**src/rtl/sector_erase_seq.sv**
```systemverilog
module sector_erase_seq #(
  parameter int ERASE_CYCLES = 4096,
  parameter bit TOP_BOOT = 1'b0
) (
  input  logic        clk,
  input  logic        rst_n,
  input  logic        cmd_valid,
  input  logic [1:0]  cmd_op,
  input  logic [17:0] cmd_addr,
  input  logic        override,
  output logic        busy,
  output logic [6:0]  erase_en,
  output logic        prog_go,
  output logic        reject,
  output logic        boot_locked
);
  localparam int CW = $clog2(ERASE_CYCLES + 1);
  localparam logic [CW-1:0] CNT_LAST = CW'(ERASE_CYCLES - 1);
  localparam logic [2:0] LAST_SEC = 3'd6;

  logic [2:0]    sec_q, tgt;
  logic [CW-1:0] cnt_q;
  logic          chip_q, lock_q;
  logic [17:0]   a;

  assign a = TOP_BOOT ? ~cmd_addr : cmd_addr;

  always_comb begin
    if (a[17:16] != 2'b00)  tgt = {1'b0, a[17:16]} + 3'd3;
    else if (a[15])         tgt = 3'd3;
    else if (!a[14])        tgt = 3'd0;
    else                    tgt = a[13] ? 3'd2 : 3'd1;
  end

  wire boot_ok = !lock_q || override;
  wire blocked = (tgt == 3'd0) && !boot_ok;

  always_ff @(posedge clk or negedge rst_n) begin
    if (!rst_n) begin
      busy    <= 1'b0;
      chip_q  <= 1'b0;
      sec_q   <= '0;
      cnt_q   <= '0;
      lock_q  <= 1'b0;
      prog_go <= 1'b0;
      reject  <= 1'b0;
    end else begin
      prog_go <= 1'b0;
      reject  <= 1'b0;
      if (busy) begin
        if (cnt_q != '0) begin
          cnt_q <= cnt_q - 1'b1;
        end else if (chip_q && sec_q != LAST_SEC) begin
          sec_q <= sec_q + 3'd1;
          cnt_q <= CNT_LAST;
        end else begin
          busy   <= 1'b0;
          chip_q <= 1'b0;
        end
      end else if (cmd_valid) begin
        case (cmd_op)
          2'd0: if (blocked) reject <= 1'b1; else prog_go <= 1'b1;
          2'd1: if (blocked) reject <= 1'b1;
                else begin
                  busy  <= 1'b1;
                  sec_q <= tgt;
                  cnt_q <= CNT_LAST;
                end
          2'd2: begin
                  busy   <= 1'b1;
                  chip_q <= 1'b1;
                  sec_q  <= boot_ok ? 3'd0 : 3'd1;
                  cnt_q  <= CNT_LAST;
                end
          default: lock_q <= 1'b1;
        endcase
      end
    end
  end

  assign erase_en    = busy ? (7'd1 << sec_q) : 7'd0;
  assign boot_locked = lock_q;

  a_r3_onehot_enable: assert property (@(posedge clk) disable iff (!rst_n)
    $onehot0(erase_en) && ((erase_en != 7'd0) == busy));

  a_r3_enable_holds: assert property (@(posedge clk) disable iff (!rst_n)
    (busy && cnt_q != '0) |=> $stable(erase_en));

  a_r7_boot_guard: assert property (@(posedge clk) disable iff (!rst_n)
    $rose(erase_en[0]) |-> $past(boot_ok));

  a_r9_busy_ignores: assert property (@(posedge clk) disable iff (!rst_n)
    (busy && cmd_valid) |=> (!prog_go && !reject));

  a_r6_lock_sticky: assert property (@(posedge clk) disable iff (!rst_n)
    lock_q |=> lock_q);

  a_r7_pulse_exclusive: assert property (@(posedge clk) disable iff (!rst_n)
    !(prog_go && reject));
endmodule

```
**config.mk**
```make
export PLATFORM = sky130hd
export DESIGN_NAME = sector_erase_seq
export DESIGN_NICKNAME = d
export VERILOG_FILES = /design/src/rtl/sector_erase_seq.sv
export SDC_FILE = /design/constraint.sdc
export NUM_CORES = 1
export LEC_CHECK = 0
export BUFFER_PORTS_ARGS = -buffer_cell sky130_fd_sc_hd__buf_2
export CAP_MARGIN = 20
export CORE_MARGIN = 2
export CORE_UTILIZATION = 56
export DETAILED_ROUTE_END_ITERATION = 6
export HOLD_SLACK_MARGIN = 0.1
export PLACE_DENSITY = 0.8
export SLEW_MARGIN = 5
export SYNTH_ARGS = -nofsm -noshare
export SYNTH_HDL_FRONTEND = slang
export SYNTH_SLANG_ARGS = --single-unit
```
**constraint.sdc**
```tcl
create_clock -name clk -period 4.4 [get_ports clk]
set_clock_uncertainty 0.05 [all_clocks]
set_input_delay 0.88 -clock clk [delete_from_list [all_inputs] [get_ports clk]]
set_output_delay 0.88 -clock clk [all_outputs]
set_load 0.005 [all_outputs]
```
==> Word level (Yosys, flattened, before mapping) <==
Index checks and enable logic that the tools add are counted.
W data, S select, Z words.
{ "totals": {"register_bits": 21, "latch_bits": 0, "ram_bits": 0, "rom_bits": 0, "input_bits": 24, "output_inout_bits": 11, "elab_cells": 75, "n_memories": 0} }
{ "classes": {"n_addsub": 3, "multipliers": 0, "div": 0, "n_lt_le_gt_ge": 0, "eq_ne": 8, "shifts": 1, "n_mux": 36, "bitwise_logic": 2, "n_reduce_logical": 18} }
{ "op_table": {"columns": ["cell", "count"], "rows": [
  ["$mux W13", 5],
  ["$pmux W13 S2", 1],
  ["$mux W1", 18],
  ["$mux W3", 6],
  ["$reduce_bool A13 Y1", 1],
  ["$sub A13 B1 Y13 const B", 1],
  ["$reduce_and A4 Y1", 2],
  ["$mux W7", 1],
  ["$shl A1 B3 Y7 const A", 1],
  ["$mux W2", 3],
  ["$ne A3 B3 Y1 const B", 2],
  ["$pmux W3 S2", 1],
  ["$reduce_bool A2 Y1", 3],
  ["$reduce_and A5 Y1", 1],
  ["$ne A2 B2 Y1 const B", 2],
  ["$add A2 B2 Y3 const B", 1],
  ["$add A3 B1 Y3 const B", 1],
  ["$logic_not A3 Y1", 1],
  ["$ne A3 B1 Y1 const B", 1],
  ["$reduce_and A3 Y1", 1],
  ["$reduce_bool A3 Y1", 1],
  ["$reduce_or A3 Y1", 1],
  ["$eq A2 B1 Y1 const B", 1],
  ["$eq A2 B2 Y1 const B", 1],
  ["8 further kinds", 11]
]} }

==> Longest topological paths before layout <==
Gate-level depths: netlist (run 1).
{ "logic_depth": {"depth_word": 10, "depth_mapped": 7, "ltp_nobuf": 7} }

==> Worst setup path after synthesis (run 1) <==
Ideal clock, no wire load.
{ "synth_timing": {"kind": "input to register", "startpoint": "input cmd_addr[16]", "endpoint": "register sec_q[2]", "setup_time_ns": 0.125, "arrival_ns": 2.095, "required_ns": 4.225, "path_slack_ns": 2.130, "path_stages": 5, "path_buffers": 0, "path_cell_list": "or4_1 -> nor3_1 -> or2_2 -> o21ai_4 -> mux2_4"} }
{ "synth_between": {"elab_chain_len": 6, "elab_cells_between_ends": 11, "cone_classes": "add/sub (1); eq/ne (1); mux (5); reduce/logical (4)"} }
{ "synth_rtl": {"columns": ["item", "line_no", "source"], "rows": [
  ["from (decl)", "9", "input logic [17:0] cmd_addr,"],
  ["$add A2 B2 Y3 or $reduce_bool A2 Y1 (tied branches)", "29", "if (a[17:16] != 2'b00) tgt = {1'b0, a[17:16]} + 3'd3;"],
  ["$mux W3 (*)", "29", null],
  ["$logic_not A3 Y1 or $mux W3 (tied branches)", "36, 63", null],
  ["$logic_and A1 B1 Y1 or $pmux W3 S2 (tied branches)", "36, 61", null],
  ["$ne A3 B3 Y1 (no line) or $mux W3 (tied branches)", null, null],
  ["$reduce_and A5 Y1 (no line) or $mux W3 (tied branches)", null, null],
  ["to (signal assigned)", "54", "sec_q <= sec_q + 3'd1;"],
  ["to (signal assigned)", "66", "sec_q <= tgt;"],
  ["to (signal assigned)", "72", "sec_q <= boot_ok ? 3'd0 : 3'd1;"],
  ["to (decl)", "21", "logic [2:0] sec_q, tgt;"]
]} }
Every way passes the cells marked *; elsewhere a longest branch is shown, timed or not. The select of a mux whose other input is x is not followed.
A chain may end at the register's enable or synchronous reset.

==> Worst setup path in the final report (run 1) <==
{ "layout_timing": {"startpoint": "register busy", "endpoint": "output erase_en[6]"} }
{ "layout_between": {"elab_chain_len": 1} }
{ "layout_rtl": {"columns": ["item", "line_no", "source"], "rows": [
  ["from (decl)", "11", "output logic busy,"],
  ["from (signal assigned)", "40", "busy <= 1'b0;"],
  ["from (signal assigned)", "57", "busy <= 1'b0;"],
  ["from (signal assigned)", "65", "busy <= 1'b1;"],
  ["$mux W7", "81", "assign erase_en = busy ? (7'd1 << sec_q) : 7'd0;"],
  ["to (decl)", "12", "output logic [6:0] erase_en,"]
]} }
Every way passes these cells.

==> impl_metrics.env, run 1 <==
export IMPL_antenna_found_initial=0
export IMPL_synthFlopType="dfrtp_1"
export IMPL_synth_nets=189
export IMPL_synthArstFlopShare_pct=100
export IMPL_synthMuxAreaShare_pct=2.51
export IMPL_place_area_mm2=0.00151
export IMPL_avgSynthCellArea_um2=9.06
export IMPL_core_area_mm2=0.00241
export IMPL_crit_type="reg -> out"
export IMPL_rsz0062_at_grt="false"
export IMPL_grt_pass1_vias=1157
export IMPL_clockBufferDepth=2
export IMPL_synth_warnings=0
export IMPL_first_pass_iters=4
export IMPL_fin_crit_sh_pct=58.1
export IMPL_cts_root_buf="clkbuf_4"
export IMPL_final_cell_mix="dfrtp_1 (21), buf_2 (21), nor2_1 (16)"
export IMPL_worstPathMaxFanout=23
export IMPL_ys_seq_area_share_pct=37.7
export IMPL_fin_area_mm2=0.00154
export IMPL_tightest_slew_ns=0.650
export IMPL_io_pins=35
export IMPL_setup_tns_ns=0
export IMPL_post_cts_buffers=0
export IMPL_arrival_ns=1.63
export IMPL_synth_top_family_by_area="simple AND/OR/NAND/NOR gates"
export IMPL_final_instance_count_excl_fill=205
export IMPL_crit_end="erase_en[6]"
export IMPL_synth_simple_area_share_pct=23.7
export IMPL_netlist_instances=154
export IMPL_cp_required_ns=3.47
export IMPL_cts_hold_buffers=0
export IMPL_place_congestion=0.912
export IMPL_drtAntennaViolNets=0
export IMPL_grt_pass1_wl_um=4790
export IMPL_area_delta_synth_final_pct=10.0
export IMPL_post_drt_wl_per_cell_um=14.0
export IMPL_r2r_start="cnt_q[6]"
export IMPL_synth_compound_area_share_pct=20.8
export IMPL_drtIter0Drc=23
export IMPL_hold_viol=0
export IMPL_viasPerCell=5.84
export IMPL_vias=1197
export IMPL_ir_worst_vdd_mv=0.292
export IMPL_gr_total_overflow=0
export IMPL_drt_wl_total_um=2870
export IMPL_clkLatencyLatePin_ns=0.32
export IMPL_rows=18
export IMPL_setup_violations=0
export IMPL_drv_slew=0
export IMPL_numPortBuffers=21
export IMPL_hold_path_class="in -> async"
export IMPL_reg2reg_to="cnt_q[9]"
export IMPL_synth_area_mm2=0.00140
export IMPL_drc=0
export IMPL_synth_edf_count=0
export IMPL_cts_sinks=21
export IMPL_clk_pin_slew_ns=0.13
export IMPL_chipHeight_um=53.9
export IMPL_synth_xor_area_share_pct=0.628
export IMPL_whs_ns=0.441
export IMPL_worstSetupStartpointType="flop"
export IMPL_drv_cap=0
export IMPL_ys_seq_elements=21
export IMPL_diodes=0
export IMPL_power_density_mw_per_mm2=416
export IMPL_cts_resized=0
export IMPL_min_period_ns=2.56
export IMPL_die_area_mm2=0.00291
export IMPL_track_usage_pct=22.7
export IMPL_cts_made_buffers=3
export IMPL_timing_reg2reg_setup_slack_ns=1.90
export IMPL_leakagePower_nw=0.688
export IMPL_ff2ff_path_depth=5
export IMPL_final_util_pct=63.7
export IMPL_fp_dieW_um=53.9
export IMPL_yosysUniqueCellTypes=43
export IMPL_dpl_cell_count=201
export IMPL_fin_nets=211
export IMPL_drive_above_1_share_pct=20.0
export IMPL_fmax_mhz=391
export IMPL_dp_hpwl_um=2200
export IMPL_grt_max_degree=24
export IMPL_relSlewSlack_pct=56.7
export IMPL_status="finished clean"
export IMPL_h_tree_depth=1
export IMPL_cp_startpoint="busy"
export IMPL_endpoint_kind="primary output"
export IMPL_cts_tree="built"
export IMPL_synthAdderAreaFrac_pct=9.87
export IMPL_initial_core_util_pct=57.9
-- worst max-delay path, stage by stage (launching register included) --
cell	delay, ns
dfrtp_1	0.78
inv_1	0.24
nor2_1	0.16
buf_2	0.12
-- layer usage --
| metal | vias up | share of wire, % | GRT usage, % |
|---|---|---|---|
| li1 | 599 | - | - |
| met1 | 567 | 45 | 27.3 |
| met2 | 27 | 50 | 39.8 |
| met3 | 4 | 2.9 | 2.50 |
| met4 | 0 | 1.3 | 11.5 |
| met5 | - | 0 | 0 |
-- per-stage QoR --
| step | power, mW | setup slack [ns] |
|---|---|---|
| 4_1_cts | 0.641 | 1.85 |
| 6_report | 0.639 | 1.84 |
| 2_1_floorplan | 0.462 | 2.13 |
| 3_3_place_gp | 0.521 | 1.80 |
| 3_5_place_dp | 0.543 | 1.76 |
| 5_1_grt | 0.690 | 1.70 |
-- final cells by class --
class / count / area [µm²]
clock buffers: 3 / 22.5
inverters: 10 / 37.5
repair buffers: 21 / 105
flip-flops and latches: 21 / 526
fillers: 211 / 875
well taps: 30 / 37.5
clock inverters: 1 / 5.00
multi-input cells: 119 / 802
-- cells in the mapped netlist, types with 3 or more instances --
master   number  area, µm²
dfrtp_1      21        526
nor2_1       16       60.1
ha_1         11        138
inv_1        10       37.5
o21ai_0       9       45.0
o31ai_1       9       67.6
nand2_1       8       30.0
and3_1        7       43.8
nor3_1        7       35.0
a21oi_1       6       30.0
nand3_1       5       25.0
or2_2         3       18.8
or3_1         3       18.8
-- flip-flops by register name, indices dropped and copies added, names as in the netlist --
name and flops:
sec_q 3, cnt_q 13, prog_go 1, reject 1
busy 1, boot_locked 1, chip_q 1
-- cells by family after synthesis --
| logic type | after synthesis |
|---|---|
| xor+xnor | 1 |
| fa+ha+maj | 11 |
| buf+inv | 14 |
| simple gates | 62 |
| compound gates | 42 |
| flops | 21 |
| mux | 3 |
-- worst min-delay path by stage --
stage                              to  slack [ns]  cells past startpoint
after global routing         cnt_q[6]        0.48                      1
after floorplan              cnt_q[5]        0.40                      1
after detailed placement  boot_locked        0.42                      1
after global placement    boot_locked        0.42                      1
final                        cnt_q[6]        0.44                      1
after CTS                    cnt_q[5]        0.45                      1
-- report_power, final --
part	switching (mW)	internal [mW]
clock	0.0664	0.0341
combinational	0.133	0.114
sequential	0.0507	0.240
total	0.250	0.389
Power figures use the tool's default switching activity.
==> run 2, diff against run 1 <==
--- a/config.mk
+++ b/config.mk
@@ -8,10 +8,10 @@
 export BUFFER_PORTS_ARGS = -buffer_cell sky130_fd_sc_hd__buf_2
 export CAP_MARGIN = 20
 export CORE_MARGIN = 2
-export CORE_UTILIZATION = 56
+export CORE_UTILIZATION = 47
 export DETAILED_ROUTE_END_ITERATION = 6
 export HOLD_SLACK_MARGIN = 0.1
-export PLACE_DENSITY = 0.8
+export PLACE_DENSITY = 0.72
 export SLEW_MARGIN = 5
 export SYNTH_ARGS = -nofsm -noshare
 export SYNTH_HDL_FRONTEND = slang
==> constraint.sdc (replaced) <==
create_clock -name clk -period 2.3 [get_ports clk]
set_clock_uncertainty 0.05 [all_clocks]
set_input_delay 0.46 -clock clk [delete_from_list [all_inputs] [get_ports clk]]
set_output_delay 0.46 -clock clk [all_outputs]
set_load 0.005 [all_outputs]
==> impl_metrics.env, run 2 (synthesis gave the netlist of run 1 again) <==
export IMPL_status="finished clean"
export IMPL_largest_register="cnt_q"
export IMPL_use_met3_pct=1.98
export IMPL_ff2ff_path_depth=5
export IMPL_busiest_layer="met2"
export IMPL_diodes=0
export IMPL_setup_slack_ns=0.0428
export IMPL_cts_sinks=21
export IMPL_cts_made_buffers=3
export IMPL_whs_endpoint="busy"
export IMPL_largest_reg_flops=13
export IMPL_first_pass_iters=4
export IMPL_grt_max_degree=23
export IMPL_drtIter0Drc=41
export IMPL_min_period_ns=2.26
export IMPL_timing_reg2reg_setup_slack_ns=0.04
export IMPL_final_cell_mix="dfrtp_1 (21), buf_2 (21), nor2_1 (16)"
export IMPL_track_usage_pct=19.8
export IMPL_chipHeight_um=58.5
export IMPL_relSlewSlack_pct=67.6
export IMPL_hold_viol=0
export IMPL_viasPerCell=5.72
export IMPL_area_delta_synth_final_pct=15.2
export IMPL_clockBufferDepth=2
export IMPL_antenna_found_initial=0
export IMPL_worstHoldPathCells=3
export IMPL_clk_pin_slew_ns=0.13
export IMPL_core_area_mm2=0.00278
export IMPL_h_tree_depth=1
export IMPL_drv_slew=0
export IMPL_drc=0
export IMPL_fin_area_mm2=0.00161
export IMPL_place_congestion=0.841
export IMPL_reg2reg_to="sec_q[2]"
export IMPL_power_density_mw_per_mm2=761
export IMPL_post_cts_buffers=0
export IMPL_grt_pass1_vias=1217
export IMPL_cts_tree="built"
export IMPL_place_area_mm2=0.00156
export IMPL_fin_crit_sh_pct=98.1
export IMPL_setup_violations=0
export IMPL_met1_usage_pct=25.2
export IMPL_whs_ns=0.416
export IMPL_fin_nets=219
export IMPL_rows=19
export IMPL_worstPathMaxFanout=5
export IMPL_die_area_mm2=0.00342
export IMPL_setup_tns_ns=0
export IMPL_initial_core_util_pct=50.2
export IMPL_cp_required_ns=2.46
export IMPL_post_drt_wl_per_cell_um=13.7
export IMPL_worstSetupStartpointType="flop"
export IMPL_tightest_slew_ns=0.487
export IMPL_grt_pass1_wl_um=5310
export IMPL_dp_slack_ns=0.0438
export IMPL_drtAntennaViolNets=0
export IMPL_drt_wl_total_um=2940
export IMPL_grtUsageMet2_pct=35.6
export IMPL_arrival_ns=2.42
export IMPL_dp_hpwl_um=2260
export IMPL_rsz0062_at_grt="false"
export IMPL_r2r_start="cnt_q[7]"
export IMPL_gr_total_overflow=0
export IMPL_io_pins=35
export IMPL_drive_above_1_share_pct=23.0
export IMPL_worstHoldStart="cmd_valid"
export IMPL_hold_path_class="in -> reg"
export IMPL_largestRegisters="cnt_q (13), sec_q (3)"
export IMPL_drv_cap=0
export IMPL_ir_worst_vdd_mv=0.527
export IMPL_crit_type="reg -> reg"
export IMPL_cts_root_buf="clkbuf_4"
export IMPL_fp_dieW_um=58.5
export IMPL_endpoint_kind="flop"
export IMPL_vias=1224
export IMPL_leakagePower_nw=0.726
export IMPL_fmax_mhz=443
export IMPL_numPortBuffers=21
export IMPL_clkLatencyLatePin_ns=0.31
==> run 2: changes by cell type in the layout (fill, tap and decap cells not counted), sizes merged <==
| cell | previous run | this run |
|---|---|---|
| dlygate4sd3 | 0 | 1 |
| buf | 21 | 28 |
==> run 2: critical path, stage by stage (launching register included) <==
cell and delay (ns):
dfrtp_1 0.40, or4_4 0.56, or3_4 0.38, or2_4 0.28
o21ai_4 0.17, mux2_4 0.31
==> run 2: cell type report <==
type,instances,area [µm²]
clock buffers,3,22.5
clock inverters,1,5.00
well taps,31,38.8
repair buffers,29,168
multi-input cells,119,810
inverters,10,37.5
fillers,266,1170
flip-flops and latches,21,526
==> run 2: how the worst max path moves through the flow <==
stage	depth (start not counted)	from	to
detailed placement	5	cnt_q[7]	sec_q[2]
floorplan	6	cnt_q[6]	sec_q[2]
finish	5	cnt_q[7]	sec_q[2]
global route	5	cnt_q[7]	sec_q[2]
global placement	5	cnt_q[7]	sec_q[2]
CTS	5	cnt_q[7]	sec_q[2]
==> run 2: layer usage <==
metal / share of wire, % / vias up / wire, µm
li1: - / 616 / -
met1: 43 / 586 / 1280
met2: 53 / 20 / 1550
met3: 3.5 / 2 / 104
met4: 0.34 / 0 / 10
met5: 0 / - / 0
==> run 2: timing repair <==
item                       CTS  global route
gates resized for setup      0             1
setup endpoints to repair    0             4
hold endpoints to repair    21             0
hold buffers                 1             0
==> run 2: where the power goes <==
part           total, mW  switching [mW]  leakage (nW)  internal (mW)
Sequential         0.552          0.0922         0.225          0.460
Clock              0.187           0.122        0.0177         0.0650
Combinational      0.483           0.258         0.483          0.226
==> run 2: stage by stage <==
step | power (mW) | cells | util [%]
6_report | 1.22 | 214 | 57.8
5_1_grt | 1.34 | 214 | 57.8
4_1_cts | 1.24 | 214 | 57.5
3_5_place_dp | 1.05 | 209 | 56.1
3_3_place_gp | 1.01 | 209 | 56.1
2_1_floorplan | 0.883 | 154 | -
==> run 3, diff against run 2 <==
--- a/config.mk
+++ b/config.mk
@@ -6,13 +6,12 @@
 export NUM_CORES = 1
 export LEC_CHECK = 0
 export BUFFER_PORTS_ARGS = -buffer_cell sky130_fd_sc_hd__buf_2
-export CAP_MARGIN = 20
 export CORE_MARGIN = 2
 export CORE_UTILIZATION = 47
 export DETAILED_ROUTE_END_ITERATION = 6
 export HOLD_SLACK_MARGIN = 0.1
-export PLACE_DENSITY = 0.72
-export SLEW_MARGIN = 5
+export PLACE_DENSITY = 0.8
+export SLEW_MARGIN = 20
 export SYNTH_ARGS = -nofsm -noshare
 export SYNTH_HDL_FRONTEND = slang
 export SYNTH_SLANG_ARGS = --single-unit
==> impl_metrics.env, run 3 (synthesis gave the netlist of run 1 again) <==
export IMPL_cp_slowest_cell="or4_4"
export IMPL_whs_ns=0.419
export IMPL_vias=1245
export IMPL_min_period_ns=2.26
export IMPL_numPortBuffers=21
export IMPL_drtAntennaViolNets=0
export IMPL_cts_resized=0
export IMPL_die_area_mm2=0.00342
export IMPL_antenna_found_initial=0
export IMPL_setup_violations=0
export IMPL_chipHeight_um=58.5
export IMPL_leakagePower_nw=0.724
export IMPL_largest_register="cnt_q"
export IMPL_drt_wl_total_um=3040
export IMPL_final_util_pct=57.4
export IMPL_rows=19
export IMPL_first_pass_iters=4
export IMPL_fin_nets=219
export IMPL_post_drt_wl_per_cell_um=14.2
export IMPL_max_stage_delay_ns=0.56
export IMPL_relSlewSlack_pct=68.2
export IMPL_drv_slew=0
export IMPL_clkLatencyLatePin_ns=0.31
export IMPL_setup_tns_ns=0
export IMPL_cp_required_ns=2.46
export IMPL_crit_family="simple AND/OR/NAND/NOR gates"
export IMPL_cts_root_buf="clkbuf_4"
export IMPL_cts_sinks=21
export IMPL_cts_made_buffers=3
export IMPL_grt_max_degree=23
export IMPL_cp_buffers_inverters=0
export IMPL_power_mw=1.23
export IMPL_area_delta_synth_final_pct=14.5
export IMPL_multi_input_area_um2=802
export IMPL_status="finished clean"
export IMPL_arrival_ns=2.43
export IMPL_crit_type="reg -> reg"
export IMPL_power_density_mw_per_mm2=769
export IMPL_h_tree_depth=1
export IMPL_drive_above_1_share_pct=22.4
export IMPL_worstSetupStartpointType="flop"
export IMPL_fmax_mhz=442
export IMPL_initial_core_util_pct=50.2
export IMPL_fp_dieW_um=58.5
export IMPL_track_usage_pct=20.4
export IMPL_hold_path_class="in -> reg"
export IMPL_viasPerCell=5.82
export IMPL_cp_startpoint="cnt_q[7]"
export IMPL_rsz0062_at_grt="true"
export IMPL_ir_worst_vdd_mv=0.522
export IMPL_final_cell_mix="dfrtp_1 (21), buf_2 (21), nor2_1 (16)"
export IMPL_gr_total_overflow=0
export IMPL_grt_pass1_wl_um=5380
export IMPL_clk_pin_slew_ns=0.13
export IMPL_grt_pass1_vias=1260
export IMPL_drtIter0Drc=37
export IMPL_clockBufferDepth=2
export IMPL_ff_latch_area_um2=526
export IMPL_place_congestion=0.857
export IMPL_io_pins=35
export IMPL_r2r_start="cnt_q[7]"
export IMPL_hold_viol=0
export IMPL_dpl_cell_count=209
export IMPL_drc=0
export IMPL_dp_hpwl_um=2400
export IMPL_core_area_mm2=0.00278
export IMPL_final_instance_count_excl_fill=214
export IMPL_drv_cap=0
export IMPL_worstPathMaxFanout=5
export IMPL_cts_tree="built"
export IMPL_n_fill_cell=257
export IMPL_largestRegisters="cnt_q (13), sec_q (3)"
export IMPL_tightest_slew_ns=0.476
export IMPL_diodes=0
export IMPL_endpoint_kind="flop"
export IMPL_fin_crit_sh_pct=98.3
export IMPL_largest_reg_flops=13
export IMPL_crit_path_cell_trace="or4_4 > or3_4 > or2_4 > o21ai_4 > mux2_4"
export IMPL_worstHoldStart="cmd_valid"
==> run 3: path summary, 6_finish.rpt <==
kind | cells after the start | end | slack [ns]
max in group asynchronous | 2 | reject | 1.31
worst max-delay path | 5 | sec_q[2] | 0.04
worst min-delay path | 3 | busy | 0.42
min in group asynchronous | 2 | cnt_q[7] | 0.57
worst min register to register | 1 | cnt_q[5] | 0.45
worst max register to register | 5 | sec_q[2] | 0.04
==> run 3: layout make-up <==
class	instances	share of cell area [%]
Clock buffer	4	1.64
Inverter	10	2.35
Multi-Input combinational cell	119	50.2
Sequential cell	21	32.9
Tap cell	31	2.43
Timing Repair Buffer	29	10.5
==> run 3: per-stage QoR <==
step                      cell area [µm²]  setup slack (ns)
final                                1600            0.0385
after global routing                 1600           -0.0141
after CTS                            1600            0.0297
after detailed placement             1560            0.0514
after global placement               1560            0.0799
after floorplan                      1400            0.0419
==> run 3: timing repair <==
item                                    4_1_cts  5_1_grt
hold endpoints to repair                     21        0
buffers inserted                              0        0
endpoints found under the setup margin        0        1
hold buffers                                  1        0
==> run 3: power by group <==
group	switching (mW)	internal, mW	leakage (nW)	total (mW)
registers	0.0893	0.460	0.225	0.549
logic	0.263	0.226	0.484	0.489
clock network	0.123	0.0678	0.0150	0.191
total	0.475	0.754	0.724	1.23
==> run 3: per-layer routing <==
metal / share of wire [%] / track usage (%)
met2: 52 / 37.4
met4: 1.6 / 7.97
met5: 0 / 0
met1: 43 / 23.8
met3: 3.0 / 2.86
==> run 3: worst register-to-register path: stages (launching register included) <==
cell and delay (ns):
dfrtp_1 0.41, or4_4 0.56, or3_4 0.38, or2_4 0.28
o21ai_4 0.18, mux2_4 0.31
